$ cat config.mk
export PLATFORM = sky130hd
export DESIGN_NAME = bma_arbiter
export DESIGN_NICKNAME = d
export VERILOG_FILES = /design/src/rtl/bma_pkg.sv /design/src/rtl/bma_cfg_reg.sv /design/src/rtl/bma_refresh_timer.sv /design/src/rtl/bma_sched.sv /design/src/rtl/bma_arbiter.sv
export SDC_FILE = /design/constraint.sdc
export NUM_CORES = 1
export LEC_CHECK = 0
export ABC_AREA = 1
export BUFFER_PORTS_ARGS = -buffer_cell sky130_fd_sc_hd__buf_2
export CAP_MARGIN = 20
export CORE_ASPECT_RATIO = 0.7
export CORE_MARGIN = 4
export CORE_UTILIZATION = 50
export DETAILED_ROUTE_END_ITERATION = 12
export GPL_TIMING_DRIVEN = 0
export PLACE_DENSITY = 0.76
export SYNTH_ARGS = -nofsm -noshare
export SYNTH_HDL_FRONTEND = slang
export SYNTH_HIERARCHICAL = 1
export SYNTH_SLANG_ARGS = --single-unit
$ cat constraint.sdc
create_clock -name clk -period 3.5 [get_ports clk]
set_input_delay 0 -clock clk [delete_from_list [all_inputs] [get_ports clk]]
set_output_delay 0 -clock clk [all_outputs]
set_load 0.03 [all_outputs]
$ cat src/rtl/bma_pkg.sv
package bma_pkg;

    typedef enum logic [1:0] {
        OWN_NONE = 2'd0,
        OWN_HOST = 2'd1,
        OWN_INT  = 2'd2,
        OWN_RFSH = 2'd3
    } owner_e;

    // Packed from MSB: spare[7:5], sram[4], nibble[3], slow[2], burst_code[1:0]
    typedef struct packed {
        logic [2:0] spare;
        logic       sram;
        logic       nibble;
        logic       slow;
        logic [1:0] burst_code;
    } cfg_t;

    localparam int CFG_BITS = $bits(cfg_t);

    function automatic logic [2:0] burst_len(input logic [1:0] code);
        return {1'b0, code} + 3'd1;
    endfunction

    function automatic int unsigned rfsh_last(input logic slow,
                                              input int unsigned fast_div,
                                              input int unsigned slow_div);
        return (slow ? slow_div : fast_div) - 1;
    endfunction

endpackage

$ cat src/rtl/bma_cfg_reg.sv
module bma_cfg_reg
    import bma_pkg::*;
(
    input  logic                clk,
    input  logic                rst,
    input  logic                cfg_wr,
    input  logic [CFG_BITS-1:0] cfg_data,
    input  logic                idle,
    output cfg_t                act_cfg,
    output cfg_t                eff_cfg
);
    cfg_t pend_cfg;

    always_ff @(posedge clk) begin
        if (rst) begin
            pend_cfg <= '0;
            act_cfg  <= '0;
        end else begin
            if (cfg_wr)
                pend_cfg <= cfg_t'(cfg_data);
            if (idle)
                act_cfg <= pend_cfg;
        end
    end

    // At a boundary the next access is decided with the configuration it will run under
    assign eff_cfg = idle ? pend_cfg : act_cfg;
endmodule

$ cat src/rtl/bma_refresh_timer.sv
module bma_refresh_timer
    import bma_pkg::*;
#(
    parameter int unsigned FAST_DIV = 200,
    parameter int unsigned SLOW_DIV = 400
) (
    input  logic clk,
    input  logic rst,
    input  cfg_t act_cfg,
    input  logic take,
    output logic tick,
    output logic pend
);
    localparam int unsigned MAX_DIV = (SLOW_DIV > FAST_DIV) ? SLOW_DIV : FAST_DIV;
    localparam int CW = $clog2(MAX_DIV);

    logic [CW-1:0] cnt;
    logic [CW-1:0] lim;
    logic          wrap;

    assign lim  = CW'(rfsh_last(act_cfg.slow, FAST_DIV, SLOW_DIV));
    assign wrap = (cnt >= lim);

    always_ff @(posedge clk) begin
        if (rst || act_cfg.sram) begin
            cnt  <= '0;
            tick <= 1'b0;
            pend <= 1'b0;
        end else begin
            cnt  <= wrap ? '0 : cnt + 1'b1;
            tick <= wrap;
            pend <= (pend & ~take) | wrap;
        end
    end
endmodule

$ cat src/rtl/bma_sched.sv
module bma_sched
    import bma_pkg::*;
#(
    parameter int unsigned CYC_LEN = 2
) (
    input  logic   clk,
    input  logic   rst,
    input  logic   host_req,
    input  logic   int_req,
    input  logic   rfsh_pend,
    input  cfg_t   eff_cfg,
    output owner_e owner,
    output logic   nib_hi,
    output logic   idle,
    output logic   take_rfsh
);
    localparam int CCW = (CYC_LEN > 1) ? $clog2(CYC_LEN) : 1;
    localparam logic [CCW-1:0] CYC_END = CCW'(CYC_LEN - 1);

    logic [CCW-1:0] cyc;
    logic           beat;
    logic           last_beat;
    logic [2:0]     host_run;
    logic [2:0]     blen;
    owner_e         pick;

    assign idle = (owner == OWN_NONE);
    assign blen = burst_len(eff_cfg.burst_code);

    always_comb begin
        if (rfsh_pend && !eff_cfg.sram)
            pick = OWN_RFSH;
        else if (host_req && (!int_req || host_run < blen))
            pick = OWN_HOST;
        else if (int_req)
            pick = OWN_INT;
        else
            pick = OWN_NONE;
    end

    assign take_rfsh = idle && (pick == OWN_RFSH);
    assign nib_hi    = beat;

    always_ff @(posedge clk) begin
        if (rst) begin
            owner     <= OWN_NONE;
            cyc       <= '0;
            beat      <= 1'b0;
            last_beat <= 1'b1;
            host_run  <= '0;
        end else if (idle) begin
            owner     <= pick;
            cyc       <= '0;
            beat      <= 1'b0;
            last_beat <= (pick == OWN_RFSH) || !eff_cfg.nibble;
            if (pick == OWN_HOST)
                host_run <= (host_run >= blen) ? blen : host_run + 3'd1;
            else if (pick == OWN_INT)
                host_run <= '0;
        end else if (cyc == CYC_END) begin
            cyc <= '0;
            if (last_beat) begin
                owner <= OWN_NONE;
                beat  <= 1'b0;
            end else begin
                beat      <= 1'b1;
                last_beat <= 1'b1;
            end
        end else begin
            cyc <= cyc + 1'b1;
        end
    end
endmodule

$ cat src/rtl/bma_arbiter.sv
module bma_arbiter
    import bma_pkg::*;
#(
    parameter int unsigned CYC_LEN  = 2,
    parameter int unsigned FAST_DIV = 200,
    parameter int unsigned SLOW_DIV = 400
) (
    input  logic       clk,
    input  logic       rst,
    input  logic       cfg_wr,
    input  logic [7:0] cfg_data,
    input  logic       host_req,
    input  logic       int_req,
    output logic       gnt_host,
    output logic       gnt_int,
    output logic       gnt_rfsh,
    output logic       nib_hi,
    output logic       rfsh_tick
);
    cfg_t   act_cfg;
    cfg_t   eff_cfg;
    owner_e owner;
    logic   idle;
    logic   take_rfsh;
    logic   rfsh_pend;

    bma_cfg_reg u_cfg (
        .clk      (clk),
        .rst      (rst),
        .cfg_wr   (cfg_wr),
        .cfg_data (cfg_data),
        .idle     (idle),
        .act_cfg  (act_cfg),
        .eff_cfg  (eff_cfg)
    );

    bma_refresh_timer #(
        .FAST_DIV (FAST_DIV),
        .SLOW_DIV (SLOW_DIV)
    ) u_rfsh (
        .clk     (clk),
        .rst     (rst),
        .act_cfg (act_cfg),
        .take    (take_rfsh),
        .tick    (rfsh_tick),
        .pend    (rfsh_pend)
    );

    bma_sched #(
        .CYC_LEN (CYC_LEN)
    ) u_sched (
        .clk       (clk),
        .rst       (rst),
        .host_req  (host_req),
        .int_req   (int_req),
        .rfsh_pend (rfsh_pend),
        .eff_cfg   (eff_cfg),
        .owner     (owner),
        .nib_hi    (nib_hi),
        .idle      (idle),
        .take_rfsh (take_rfsh)
    );

    assign gnt_host = (owner == OWN_HOST);
    assign gnt_int  = (owner == OWN_INT);
    assign gnt_rfsh = (owner == OWN_RFSH);
endmodule

After elaboration in Yosys (flattened, before gate mapping)

Cells that the tools add are included.

Register bits after elaboration: 29
Bits of input ports: 13
Output and inout bits: 5
Logic and storage cells: 65

Add/subtract/negate cells: 5
Magnitude comparators: 3
Eq/ne operators: 6
Muxes and demuxes: 14
Bitwise gates (word level): 3
Reduce and logical (&&, ||, !) cells: 18

Operator list:

| cell                                                               | number |
|---|---|
| 2-bit 2-to-1 mux                                                   | 6 |
| 9-bit by 1-bit adder with 9-bit output, second input constant      | 1 |
| 9-bit >= comparator                                                | 1 |
| 3-bit 2-to-1 mux                                                   | 3 |
| 9-bit 2-to-1 mux                                                   | 1 |
| 9-bit by 1-bit subtractor with 9-bit output, second input constant | 1 |
| 2-bit == test, second input constant                               | 4 |
| 2-bit nonzero test                                                 | 3 |
| 5-bit 2-to-1 mux                                                   | 1 |
| 2-bit by 1-bit == test with 1-bit output, second input constant    | 2 |
| 2-bit AND reduction                                                | 2 |
| 2-bit OR reduction                                                 | 2 |
| 2-bit by 1-bit adder with 3-bit output, second input constant      | 1 |
| 3-bit by 1-bit adder with 3-bit output, second input constant      | 1 |
| 3-bit >= comparator                                                | 1 |
| 1-bit logical AND                                                  | 3 |
| 1-bit zero test                                                    | 3 |
| 1-bit logical OR                                                   | 3 |
| 3-bit < comparator                                                 | 1 |
| 1-bit 2-to-1 mux                                                   | 3 |
| 3-bit OR reduction                                                 | 1 |
| 2-bit zero test                                                    | 1 |
| 1-bit adder, second input constant                                 | 1 |
| 1-bit bitwise AND                                                  | 1 |
| other kinds (2)                                                    | 2 |

Logic depth before layout (Yosys ltp)

Depth in word-level cells: 13
Gate-level depth with buffers: 19
Depth with buffers taken out: 18

Cells and area by module

Netlist, hierarchy kept.

By module, submodules not included:

| module            | times used | cells each | area an instance (um2) | seq. area each (um2) |
|---|---|---|---|---|
| bma_cfg_reg       | 1          | 101        | 747.0                  | 320.3 |
| bma_refresh_timer | 1          | 87         | 630.6                  | 220.2 |
| bma_sched         | 1          | 72         | 519.2                  | 160.2 |
| bma_arbiter       | 1          | 6          | 22.5                   | 0.0 |

Least setup slack after synthesis

Ideal clock, no wire load.

Path kind: flip-flop to flip-flop
Start point: reg u_sched.owner[0]
End point: reg u_sched.host_run[2]
Library setup time: 0.070 ns
Data arrival time: 2.652 ns
Required time: 3.430 ns
Path slack: 0.778 ns
Cell stages (with the launch flop): 19
Path buffers: 1
Clock period less this slack: 2.722 ns
Path through: dfxtp_1 nor2_4 buf_6 nand2_1 nand2_2 inv_1 ha_1 inv_1 ha_1 nand3_1 nand2_1 o21bai_1 nand2_1 inv_1 ha_1 or2_4 nor2_4 nand3_1 a21oi_1

RTL lines:

| what                   | line            | source |
|---|---|---|
| from (decl)            | bma_sched.sv:12 | `output owner_e owner,` |
| from (signal assigned) | bma_sched.sv:52 | `owner <= pick;` |
| to (signal assigned)   | bma_sched.sv:57 | `host_run <= (host_run >= blen) ? blen : host_run + 3'd1;` |
| to (decl)              | bma_sched.sv:23 | `logic [2:0] host_run;` |

==> results.cfg <==
[status]
status = finished, final reports clean

[finish]
finalNetCount = 278
final_common_cell = inv_1
areaGrowthSynthToFinish_pct = 15.4
design_area_um2 = 1910
layout-drive-gt1-share = 0.220
final_cell_mix = inv_1, nand2_1, nor2_1
antennaDiodeCount = 0

[setup_path]
startpoint_type = flop
timing.rr.end = u_sched/host_run[2]
reg2reg_depth = 19
path_class = reg -> reg
critPathMaxFanout = 6
reg2reg_setup_slack_ns = 0.50
crit_path_end_kind = flop
worstReg2RegStart = u_sched/owner[0]
crit_arrival_ns = 3.21
cp.required_ns = 3.71

[cts]
hold_buffers = 5
h-tree-depth = 2
worstSkewPairLatency_ns = 0.28
clkTransAtPathRegs_ns = 0.06
clkSinkCount = 29
cts_resized = 0
root_buffer = clkbuf_8
numCtsBuffers = 5
cts_tree = built
post_cts_buffers = 0
ctsLongestPathBuffers = 2

[sta]
setup_slack_ns = 0.505
relSlewSlack = 0.772
max_freq_mhz = 334
setup_tns_ns = 0
worst_pin_slew_ns = 0.342
fin_skew_ns = 0.00434
report.final.setup_viol = 0
fin_crit_sh = 0.856
period_needed_ns = 3.00
rsz0062_at_grt = false
drv_slew = 0
hold-worst-slack_ns = 0.0471
hold_viol = 0

[drt]
num_vias = 1347
drtIter0Drc = 59
vias_per_cell = 4.60
first_pass_iters = 4
routedWlPerCell_um = 9.62
routed_wl_um = 2820
drc = 0
antenna_left = 0

[place]
gp_congestion = 0.855
io_buffers = 14
placed_cell_area_um2 = 1770
place_hpwl_um = 2110
place_ws_ns = 0.514

[floorplan]
initial_utilization = 0.521
die_y_um = 56.1
ios = 18
dieArea_um2 = 4300
design.core.area_um2 = 3170
rows = 17
die_w_um = 76.7

[yosys]
syn-cell-area_um2 = 1650
syn-instance-count = 229
avgSynthCellArea_um2 = 7.21
syn-num-nets = 252
ys_warn_count = 6

[power]
p_total_mw = 1.33
p_per_area_nw_per_um2 = 700
ir_drop_v = 0.000322
p_leak_nw = 0.937

[grt]
grt_use_total = 0.154
grt_overflow = 0
grt_pass1_vias = 1287
antenna_found_initial = 0
grt_first_pass_wirelength_um = 5310
grt_max_degree = 10

[min_path]
hold_path.class = in -> reg
worstHoldEndpoint = u_cfg/pend_cfg[4]
hold_depth = 3
hold_start = cfg_wr

[flow_run]
max_cap_viol_count = 0
==> power breakdown <==
group	switching, mW	internal, mW	leakage (nW)
sequential	0.0491	0.391	0.238
combinational	0.383	0.239	0.655
clock	0.117	0.155	0.0443
total	0.548	0.786	0.937
==> flip-flops by register name, indices dropped and copies added, names as in the netlist <==
signal             cells
u_rfsh/pend            1
u_sched/last_beat      1
u_rfsh/cnt             9
u_sched/cyc            1
u_sched/host_run       3
u_cfg/pend_cfg         5
u_sched/nib_hi         1
u_sched/owner          2
u_cfg/act_cfg          5
u_rfsh/tick            1
==> worst max-delay path: stages (launching register included) <==
cell      delay, ns
dfxtp_1        0.36
nor2_4         0.21
buf_6          0.17
inv_8          0.05
nand2_2        0.05
nand2_2        0.05
inv_1          0.08
ha_1           0.15
inv_1          0.05
ha_1           0.32
a21oi_2        0.24
nand2_1        0.10
o21bai_1       0.14
nand2_1        0.08
inv_1          0.06
ha_1           0.21
or2_4          0.28
nor2_4         0.11
nand3_1        0.09
a21oi_1        0.12
==> per-stage QoR <==
stage,utilization,cells
after floorplan,-,229
after global placement,0.558,281
after detailed placement,0.558,281
after CTS,0.601,293
after global routing,0.601,293
final,0.601,293
==> how the worst max path moves through the flow <==
stage / from / to / slack [ns] / depth (start not counted)
global placement: u_sched/owner[0] / u_sched/host_run[2] / 0.55 / 19
global route: u_sched/owner[0] / u_sched/host_run[2] / 0.21 / 19
floorplan: u_sched/owner[0] / u_sched/host_run[2] / 0.79 / 18
detailed placement: u_sched/owner[0] / u_sched/host_run[2] / 0.51 / 18
finish: u_sched/owner[0] / u_sched/host_run[2] / 0.50 / 19
CTS: u_sched/owner[0] / u_sched/host_run[2] / 0.50 / 18
==> area by class of cell <==
cell class                      count  area, um^2
Fill cell                         313        1260
Clock buffer                        7        86.3
Timing Repair Buffer               19         120
Tap cell                           38        47.5
Inverter                           47         189
Sequential cell                    29         581
Multi-Input combinational cell    150         856
Buffer                              3        26.3
==> per-layer routing <==
layer / global-route usage / wire (um)
met1: 0.203 / 1540
met2: 0.223 / 1110
met3: 0.0485 / 117
met4: 0.0775 / 55
met5: 0 / 0
(Power assumes the default switching activity.)
